## src/rtl/mhf_pkg.sv

```systemverilog
package mhf_pkg;
    typedef enum logic [1:0] {
        OP_ADD     = 2'd0,
        OP_REMOVE  = 2'd1,
        OP_ALL_ON  = 2'd2,
        OP_ALL_OFF = 2'd3
    } mhf_op_e;

    typedef enum logic [1:0] {
        ST_IDLE    = 2'd0,
        ST_APPLY   = 2'd1,
        ST_REBUILD = 2'd2
    } mhf_state_e;
endpackage

```

## src/rtl/mhf_hash_fold.sv

```systemverilog
module mhf_hash_fold #(
    parameter int ADDR_W = 48,
    parameter int HASH_W = 6
) (
    input  logic [ADDR_W-1:0] addr,
    output logic [HASH_W-1:0] hash
);
    localparam int SLICES = ADDR_W / HASH_W;

    // XOR of consecutive HASH_W-bit fields
    always_comb begin
        hash = '0;
        for (int k = 0; k < SLICES; k++) begin
            hash = hash ^ addr[k*HASH_W +: HASH_W];
        end
    end
endmodule

```

## src/rtl/mhf_ref_bins.sv

```systemverilog
module mhf_ref_bins #(
    parameter int HASH_W = 6,
    parameter int CNT_W  = 8
) (
    input  logic                  clk,
    input  logic                  rst_n,
    input  logic                  upd_en,
    input  logic                  upd_inc,
    input  logic [HASH_W-1:0]     upd_bin,
    output logic [CNT_W-1:0]      sel_cnt,
    output logic [(1<<HASH_W)-1:0] nonzero
);
    localparam int NBINS = 1 << HASH_W;
    localparam logic [CNT_W-1:0] CNT_MAX = '1;

    logic [CNT_W-1:0] cnt_q [NBINS];

    for (genvar g = 0; g < NBINS; g++) begin : g_bin
        always_ff @(posedge clk or negedge rst_n) begin
            if (!rst_n) begin
                cnt_q[g] <= '0;
            end else if (upd_en && (upd_bin == HASH_W'(g))) begin
                if (upd_inc) begin
                    if (cnt_q[g] != CNT_MAX) cnt_q[g] <= cnt_q[g] + 1'b1;
                end else begin
                    if (cnt_q[g] != '0) cnt_q[g] <= cnt_q[g] - 1'b1;
                end
            end
        end
        assign nonzero[g] = |cnt_q[g];
    end

    assign sel_cnt = cnt_q[upd_bin];

    assert_saturate_R7: assert property (@(posedge clk) disable iff (!rst_n)
        (upd_en && upd_inc && sel_cnt == CNT_MAX) |=> (cnt_q[$past(upd_bin)] == CNT_MAX));

    assert_no_underflow_R6: assert property (@(posedge clk) disable iff (!rst_n)
        (upd_en && !upd_inc && sel_cnt == '0) |=> (cnt_q[$past(upd_bin)] == '0));
endmodule

```

## src/rtl/mhf_ctrl.sv

```systemverilog
module mhf_ctrl
    import mhf_pkg::*;
#(
    parameter int HASH_W = 6,
    parameter int CNT_W  = 8
) (
    input  logic                   clk,
    input  logic                   rst_n,
    input  logic                   cmd_valid,
    input  logic [1:0]             cmd_op,
    input  logic [HASH_W-1:0]      cmd_hash,
    input  logic                   tbl_wr_en,
    input  logic                   tbl_wr_top,
    input  logic [(1<<HASH_W)/2-1:0] tbl_wr_data,
    input  logic [CNT_W-1:0]       sel_cnt,
    input  logic [(1<<HASH_W)-1:0] nonzero,
    output logic                   upd_en,
    output logic                   upd_inc,
    output logic [HASH_W-1:0]      upd_bin,
    output logic [(1<<HASH_W)-1:0] table_q,
    output logic                   busy
);
    localparam int NBINS = 1 << HASH_W;
    localparam int HALF  = NBINS / 2;

    mhf_state_e state_q, state_d;
    mhf_op_e    op_q;
    logic [HASH_W-1:0] bin_q;
    logic       all_q;
    mhf_op_e    op_in;
    logic       take_cmd;

    assign op_in    = mhf_op_e'(cmd_op);
    assign take_cmd = (state_q == ST_IDLE) && cmd_valid;

    // state register
    always_ff @(posedge clk or negedge rst_n) begin
        if (!rst_n) state_q <= ST_IDLE;
        else        state_q <= state_d;
    end

    // next state
    always_comb begin
        state_d = state_q;
        unique case (state_q)
            ST_IDLE: begin
                if (cmd_valid) begin
                    if (op_in == OP_ADD || op_in == OP_REMOVE) state_d = ST_APPLY;
                    else if (op_in == OP_ALL_OFF)              state_d = ST_REBUILD;
                end
            end
            ST_APPLY:   state_d = ST_IDLE;
            ST_REBUILD: state_d = ST_IDLE;
            default:    state_d = ST_IDLE;
        endcase
    end

    // outputs toward the count bank
    always_comb begin
        upd_en  = (state_q == ST_APPLY);
        upd_inc = (op_q == OP_ADD);
        upd_bin = bin_q;
        busy    = (state_q != ST_IDLE);
    end

    // table, mode and latched command
    always_ff @(posedge clk or negedge rst_n) begin
        if (!rst_n) begin
            table_q <= '0;
            all_q   <= 1'b0;
            op_q    <= OP_ADD;
            bin_q   <= '0;
        end else begin
            unique case (state_q)
                ST_IDLE: begin
                    if (cmd_valid) begin
                        op_q  <= op_in;
                        bin_q <= cmd_hash;
                        if (op_in == OP_ALL_ON) begin
                            table_q <= '1;
                            all_q   <= 1'b1;
                        end else if (op_in == OP_ALL_OFF) begin
                            all_q <= 1'b0;
                        end
                    end else if (tbl_wr_en) begin
                        if (tbl_wr_top) table_q[NBINS-1:HALF] <= tbl_wr_data;
                        else            table_q[HALF-1:0]     <= tbl_wr_data;
                    end
                end
                ST_APPLY: begin
                    if (!all_q) begin
                        if (op_q == OP_ADD && sel_cnt == '0)
                            table_q[bin_q] <= 1'b1;
                        else if (op_q == OP_REMOVE && sel_cnt == CNT_W'(1))
                            table_q[bin_q] <= 1'b0;
                    end
                end
                ST_REBUILD: table_q <= nonzero;
                default: ;
            endcase
        end
    end

    assert_busy_one_cycle_R4: assert property (@(posedge clk) disable iff (!rst_n)
        $rose(busy) |=> !busy);

    assert_all_on_R8: assert property (@(posedge clk) disable iff (!rst_n)
        (take_cmd && op_in == OP_ALL_ON) |=> (&table_q));

    assert_rebuild_R9: assert property (@(posedge clk) disable iff (!rst_n)
        (state_q == ST_REBUILD) |=> (table_q == $past(nonzero)));

    assert_busy_ignores_R11: assert property (@(posedge clk) disable iff (!rst_n)
        (state_q == ST_APPLY && !all_q) |=> ($countones(table_q ^ $past(table_q)) <= 1));
endmodule

```

## src/rtl/mhf_match.sv

```systemverilog
module mhf_match #(
    parameter int ADDR_W = 48,
    parameter int HASH_W = 6
) (
    input  logic                   clk,
    input  logic                   rst_n,
    input  logic                   lu_valid,
    input  logic [ADDR_W-1:0]      lu_dest,
    input  logic [HASH_W-1:0]      lu_hash,
    input  logic                   mc_en,
    input  logic                   uc_en,
    input  logic [(1<<HASH_W)-1:0] table_q,
    output logic                   res_valid,
    output logic                   res_accept
);
    logic group_addr;
    logic hit;

    assign group_addr = lu_dest[0];
    assign hit        = table_q[lu_hash] & (group_addr ? mc_en : uc_en);

    always_ff @(posedge clk or negedge rst_n) begin
        if (!rst_n) begin
            res_valid  <= 1'b0;
            res_accept <= 1'b0;
        end else begin
            res_valid  <= lu_valid;
            res_accept <= lu_valid & hit;
        end
    end

    assert_uc_gate_R3: assert property (@(posedge clk) disable iff (!rst_n)
        (lu_valid && !lu_dest[0] && !uc_en) |=> !res_accept);

    assert_mc_gate_R3: assert property (@(posedge clk) disable iff (!rst_n)
        (lu_valid && lu_dest[0] && !mc_en) |=> !res_accept);

    assert_no_strobe_R3: assert property (@(posedge clk) disable iff (!rst_n)
        !lu_valid |=> (!res_valid && !res_accept));
endmodule

```

## src/rtl/mcast_hash_filter.sv

```systemverilog
module mcast_hash_filter #(
    parameter int ADDR_W = 48,
    parameter int HASH_W = 6,
    parameter int CNT_W  = 8
) (
    input  logic                       clk,
    input  logic                       rst_n,
    input  logic                       lu_valid,
    input  logic [ADDR_W-1:0]          lu_dest,
    input  logic                       mc_hash_en,
    input  logic                       uc_hash_en,
    output logic                       res_valid,
    output logic                       res_accept,
    input  logic                       tbl_wr_en,
    input  logic                       tbl_wr_top,
    input  logic [(1<<HASH_W)/2-1:0]   tbl_wr_data,
    input  logic                       cmd_valid,
    input  logic [1:0]                 cmd_op,
    input  logic [ADDR_W-1:0]          cmd_addr,
    output logic                       cmd_busy,
    output logic [(1<<HASH_W)/2-1:0]   table_lo,
    output logic [(1<<HASH_W)/2-1:0]   table_hi
);
    localparam int NBINS = 1 << HASH_W;
    localparam int HALF  = NBINS / 2;

    logic [HASH_W-1:0] lu_hash, cmd_hash, upd_bin;
    logic [CNT_W-1:0]  sel_cnt;
    logic [NBINS-1:0]  nonzero, table_q;
    logic              upd_en, upd_inc;

    mhf_hash_fold #(.ADDR_W(ADDR_W), .HASH_W(HASH_W)) u_fold_lu (
        .addr(lu_dest), .hash(lu_hash));

    mhf_hash_fold #(.ADDR_W(ADDR_W), .HASH_W(HASH_W)) u_fold_cmd (
        .addr(cmd_addr), .hash(cmd_hash));

    mhf_ref_bins #(.HASH_W(HASH_W), .CNT_W(CNT_W)) u_bins (
        .clk(clk), .rst_n(rst_n), .upd_en(upd_en), .upd_inc(upd_inc),
        .upd_bin(upd_bin), .sel_cnt(sel_cnt), .nonzero(nonzero));

    mhf_ctrl #(.HASH_W(HASH_W), .CNT_W(CNT_W)) u_ctrl (
        .clk(clk), .rst_n(rst_n), .cmd_valid(cmd_valid), .cmd_op(cmd_op),
        .cmd_hash(cmd_hash), .tbl_wr_en(tbl_wr_en), .tbl_wr_top(tbl_wr_top),
        .tbl_wr_data(tbl_wr_data), .sel_cnt(sel_cnt), .nonzero(nonzero),
        .upd_en(upd_en), .upd_inc(upd_inc), .upd_bin(upd_bin),
        .table_q(table_q), .busy(cmd_busy));

    mhf_match #(.ADDR_W(ADDR_W), .HASH_W(HASH_W)) u_match (
        .clk(clk), .rst_n(rst_n), .lu_valid(lu_valid), .lu_dest(lu_dest),
        .lu_hash(lu_hash), .mc_en(mc_hash_en), .uc_en(uc_hash_en),
        .table_q(table_q), .res_valid(res_valid), .res_accept(res_accept));

    assign table_lo = table_q[HALF-1:0];
    assign table_hi = table_q[NBINS-1:HALF];
endmodule

```

## config.mk

```make
export PLATFORM = sky130hd
export DESIGN_NAME = mcast_hash_filter
export DESIGN_NICKNAME = d
export VERILOG_FILES = /design/src/rtl/mhf_pkg.sv /design/src/rtl/mhf_hash_fold.sv /design/src/rtl/mhf_ref_bins.sv /design/src/rtl/mhf_ctrl.sv /design/src/rtl/mhf_match.sv /design/src/rtl/mcast_hash_filter.sv
export SDC_FILE = /design/constraint.sdc
export NUM_CORES = 2
export LEC_CHECK = 0
export BUFFER_PORTS_ARGS = -buffer_cell sky130_fd_sc_hd__buf_2
export CORE_AREA = 4 4 307 309
export CTS_CLUSTER_SIZE = 28
export DETAILED_ROUTE_END_ITERATION = 10
export DIE_AREA = 0 0 311 313
export PLACE_DENSITY = 0.7
export SYNTH_ARGS = -nofsm -noshare
export SYNTH_HDL_FRONTEND = slang
export SYNTH_SLANG_ARGS = --single-unit
```

## constraint.sdc

```tcl
create_clock -name clk -period 19.8 [get_ports clk]
set_input_delay 3.96 -clock clk [delete_from_list [all_inputs] [get_ports clk]]
set_output_delay 3.96 -clock clk [all_outputs]
set_load 0.03 [all_outputs]
```

======== Word level (Yosys, flattened, before mapping) ========
Index checks and enable logic that the tools add are counted.
operators by class
  $add $sub $neg .......................... 128
  magnitude comparators ................... 4
  equality and inequality tests ........... 206
  muxes and demuxes ....................... 215
  bitwise operators ....................... 20
  reduce and logical (&&, ||, !) cells .... 337
operator list
  operator                                                              number
  8-bit 2-to-1 mux                                                      194
  8-bit by 1-bit adder with 8-bit output, second input constant         64
  8-bit != test, second input constant                                  64
  8-bit nonzero test                                                    64
  8-bit OR reduction                                                    64
  8-bit by 1-bit subtractor with 8-bit output, second input constant    64
  64-bit 2-to-1 mux                                                     6
  3-bit AND reduction                                                   65
  6-bit == test, second input constant                                  32
  64-bit one-hot mux with 3 select lines                                1
  2-bit != test, second input constant                                  66
  2-bit nonzero test                                                    66
  6-bit by 5-bit == test with 1-bit output, second input constant       16
  6-bit XOR                                                             14
  1-bit logical AND                                                     67
  64-bit bitwise AND                                                    1
  32-bit 2-to-1 mux                                                     2
  64-bit inverter                                                       1
  64-bit bitwise OR                                                     1
  8-bit binary-select mux with 6-bit select                             1
  6-bit by 4-bit == test with 1-bit output, second input constant       8
  6-bit by 3-bit == test with 1-bit output, second input constant       4
  3-bit != test, second input constant                                  5
  6-bit by 7-bit < comparator with 1-bit output, second input constant  2
  21 further kinds                                                      38
storage, ports and cells
  register bits ........................... 589
  input port bits ......................... 138
  output and inout bits ................... 67

======== Logic depth before layout (Yosys ltp) ========
  word-level depth ........................ 11
  depth in mapped cells ................... 17
  depth with buffers taken out ............ 12

======== Modules after synthesis ========
From an unflattened synthesis, not the netlist that was laid out.
unflattened totals
  cell total of the unflattened synthesis .. 5,031
  area total of the unflattened synthesis .. 51,049.0 sq um
modules (own cells, without submodules)
  module         instances  cells each  area an instance (sq um)  sequential area each (sq um)
  mhf_ref_bins   1          4,136       44,068.5                  12,812.3
  mhf_ctrl       1          768         5,590.4                   1,876.8
  mhf_hash_fold  2          42          367.9                     0.0
  mhf_match      1          43          654.4                     50.0

======== Least setup slack after synthesis ========
No wires, ideal clock.
  path type ............................... register -> register
  start ................................... register u_ctrl.op_q[0]
  end ..................................... register u_bins.cnt_q[199] (netlist bit)
  library setup time ...................... 0.081 ns
  arrival ................................. 15.686 ns
  data required time ...................... 19.719 ns
  setup slack ............................. 4.033 ns
  stages on the path, launching flop included .. 16
  buffers on the path ..................... 3
  path through ............................ dfrtp_1 > nor2_1 > inv_2 > buf_1 > clkbuf_1 > buf_1 > ha_1 > a21o_1 > a21oi_1 > o21bai_1 > a21oi_1 > o21bai_1 > a21oi_1 > xnor2_1 > nand2_1 > xnor2_1
between the ends
  longest elaborated chain between the ends .. 3
  elaborated cells on any way between the ends .. 5
ends and longest elaborated chain
  element                                                               line                source
  start: declaration                                                    mhf_ctrl.sv:27      mhf_op_e op_q;
  start signal: assignment                                              mhf_ctrl.sv:77      op_q <= op_in;
  2-bit zero test *                                                     mhf_ctrl.sv:61      upd_inc = (op_q == OP_ADD);
  2-bit != test (no source line) or 2-bit nonzero test (tied branches)  n/a
  3-bit AND reduction (no source line)                                  n/a
  end signal: indexed assignment                                        mhf_ref_bins.sv:21  cnt_q[g] <= '0;
  end: declaration                                                      mhf_ref_bins.sv:16  logic [CNT_W-1:0] cnt_q [NBINS];
Mark *: on every way between the ends. The rest lies on a longest branch, timed or not.
A chain may end at the register's enable or synchronous reset.

==> metrics <==
Routed WL per cell 21.88 microns; clock skew ~0.038 ns; GPL Wtd Cong slightly above 0.9; HPWL after DPL 93130 microns; Slew @ Worst Pin approximately 1.4 ns; DRT iter0 DRCs 3772; largest net degree at the start of global routing 126; sequential area share after synthesis approximately a third; post-CTS setup buffer count 0; Max H-tree Level 3; Post-Synth XOR/XNOR Area 11.52%; first-pass GRT wire length 208600 microns; WP buf/inv 5; Max FO, Critical Path between 100 and 150; # fillers between 7000 and 8000; Synth Area in Compound Gates 14.01%; cells along the critical path buf_8 > buf_4 > buf_4 > buf_4 > buf_4; final setup fails 0; data arrival time of the critical path 7.62 ns; gr usage total about a quarter; Clock power frac between 10% and 20%; CP Launch Type input port; CTS Hold Bufs 0; mux share of post-synthesis cell area 11.90%; initial antenna violation count 5; top-area cell type share of the netlist area between 30% and 40%; full die area roughly 100000 sq um; number of synthesized flops with an enable pin 0; Overall Power 0.009126 W; most frequent CP cell buf_4; min Tclk post-route a little under 7 ns; area of the core approximately 91000 sq um; drt total wl between 100000 and 150000 microns; Switching Fraction around 49%; Critical Path Max Stage Delay 0.79 ns; P_leak 23.37 nW; TritonRoute pass-1 iters 8; Reg clk slew, reported paths around 0.06 ns; DRC 0; Design Area, Final around 50000 sq um; Mapped Avg Cell Area between 9 and 10 sq um; reg2reg end u_bins.cnt_q[439]; endpoint class of the critical path asynchronous set/reset pin; Post-Syn Nets 5212; Fin Setup TNS 0 ns; Post-synth ARST share 100.0%; P&R area growth vs syn 10.21%; number of global-route vias before repair 36760; clock tree buffer depth 3; Worst R2R Path Depth 16; Crit path max-delay family buffers and inverters; Synth Warn # 0; total CTS buffers 71; PD cells between 150 and 200 nW/um^2; max-cap violations 0; synthesized cell area 45380 sq um; hold violation total from the final report 0; most frequent cells in the layout 586 x dfrtp_1, 474 x xnor2_1, 459 x a21oi_1; Net Sw Power ~0.0045 W; largest area contributor in the netlist dfrtp_1; sequential share of power 23.8%; final period utilization 35.04%; Post-DP Area 47540 sq um; PortBufs ~200; CTS tree yes; die width between 300 and 400 microns; Post-Synth Adder-Cell Area 13.52%; Logic pwr share 60.9%; Hold EP u_bins.cnt_q[359]; Die Ht about 310 microns; Final ANT Viol Nets 0; commonest non-fill, non-tap cell in the layout dfrtp_1; ys flop type dfrtp_1; # clock sinks 589; Synth Register Bits approximately 590; Yosys cell types 70; RSZ-0062 raised after global routing no; CTS root buf clkbuf_16; setup slack, reg-to-reg approximately 13 ns; fraction of the mapped netlist area in simple logic gates roughly an eighth; # resized after CTS 0; Hold Startpoint u_bins.cnt_q[359]; clk_lat worst skew 0.64 ns; largest family of logic cells by synthesized area compound AO/OA/AOI/OAI gates; # nets final approximately 5400; WP data required 20.48 ns; top post-synthesis cells by area dfrtp_1 32%, ha_1 11%, xnor2_1 9.2%, mux2_2 7.6%, a21oi_1 5.1%; Setup CP Type in -> async; status finished, final reports clean; Achievable Freq between 100 and 150 MHz; Worst slew margin just over 2%; Syn Inst Count approximately 4600; Hold Path Depth 1; cell-internal power ~0.0047 W; num rows 111; via count between 30000 and 40000; Hold Crit Class reg -> reg; RR Startpoint u_ctrl.op_q[0]; critical path's slowest cell buf_4; Ports 205; initial core utilization between 40% and 50%; remaining global-route overflow 0; vias per std cell 6.181; fin. max-slew vios 0; share of post-route cells with drive strength above 1 16.43%; maximum vdd ir drop around 0.16 mV
stage by stage:
step           hold slack [ns]  worst slack (ns)  utilization, %  std cells
4_1_cts                 0.4954             12.67           54.72       6025
2_1_floorplan           0.4492             4.033               -       4622
5_1_grt                 0.5133             12.26           54.72       6025
6_report                0.4916             12.86           54.72       6026
3_3_place_gp            0.4683             12.02           52.03       5899
3_5_place_dp            0.4822             11.98           52.03       5899
worst max-delay path by stage:
stage | from | endpoint | slack (ns) | cells after the start
global route | rst_n | u_bins.cnt_q[372] | 12.26 | 5
CTS | rst_n | u_bins.cnt_q[315] | 12.67 | 5
detailed placement | rst_n | u_bins.cnt_q[365] | 11.98 | 5
floorplan | u_ctrl.op_q[0] | u_bins.cnt_q[199] | 4.03 | 15
finish | rst_n | u_bins.cnt_q[372] | 12.86 | 5
global placement | rst_n | u_bins.cnt_q[365] | 12.02 | 5
routing by layer:
| metal | up-vias | part of all wire (%) | track usage, % |
|---|---|---|---|
| met5 | - | 0.035 | 0 |
| met4 | 8 | 5.1 | 12.66 |
| met3 | 358 | 10 | 7.808 |
| met2 | 1509 | 43 | 40.82 |
| met1 | 18170 | 42 | 34.81 |
| li1 | 17200 | - | - |
kinds of logic (layout without fill, tap and decap cells):
family                   count (synthesis)  count (layout)
AND/OR/NAND/NOR                       1172            1172
AO/OA/AOI/OAI                         1007            1007
XOR/XNOR                               597             597
flip-flops                             589             589
adder cells (fa/ha/maj)                452             452
multiplexers                           445             445
buffers and inverters                  360             577
other                                    0               1
synthesized netlist by cell type (all sizes together), types with 66 or more instances:
| library cell | number |
|---|---|
| nor2 | 363 |
| mux2 | 317 |
| nand3 | 66 |
| dfrtp | 589 |
| nand4 | 133 |
| o21bai | 196 |
| xor2 | 121 |
| o21ai | 89 |
| xnor2 | 476 |
| nor4 | 141 |
| nand2 | 239 |
| a21o | 74 |
| a21oi | 460 |
| clkbuf | 95 |
| nor3 | 84 |
| ha | 388 |
| inv | 201 |
| mux2i | 87 |
area by class of cell:
| class | count | area, sq um | area share (%) |
|---|---|---|---|
| multi-input cells | 3673 | 29180 | 58.34 |
| inverters | 202 | 765.7 | 1.531 |
| flip-flops and latches | 589 | 14750 | 29.49 |
| well taps | 1186 | 1484 | 2.967 |
| clock inverters | 24 | 316.6 | 0.6330 |
| repair buffers | 249 | 1369 | 2.737 |
| clock buffers | 102 | 2147 | 4.293 |
| diodes | 1 | 2.502 | 0.005004 |
power by group through the flow:
stage	registers, W	clock network (W)	logic [W]
2_1_floorplan	0.00209	0	0.00404
3_3_place_gp	0.00215	0	0.00527
3_5_place_dp	0.00216	0	0.00545
4_1_cts	0.00215	0.00142	0.00549
5_1_grt	0.00222	0.00146	0.00608
6_report	0.00217	0.00140	0.00556
sequential cells by signal (all words and copies together), names as in the netlist:
register / count
u_bins.cnt_q: 512
u_ctrl.table_q: 64
u_ctrl.upd_bin: 6
u_ctrl.op_q: 2
u_ctrl.state_q: 2
u_ctrl.all_q: 1
u_match.res_accept: 1
u_match.res_valid: 1
Note: power is estimated with default switching activity, not from simulation.
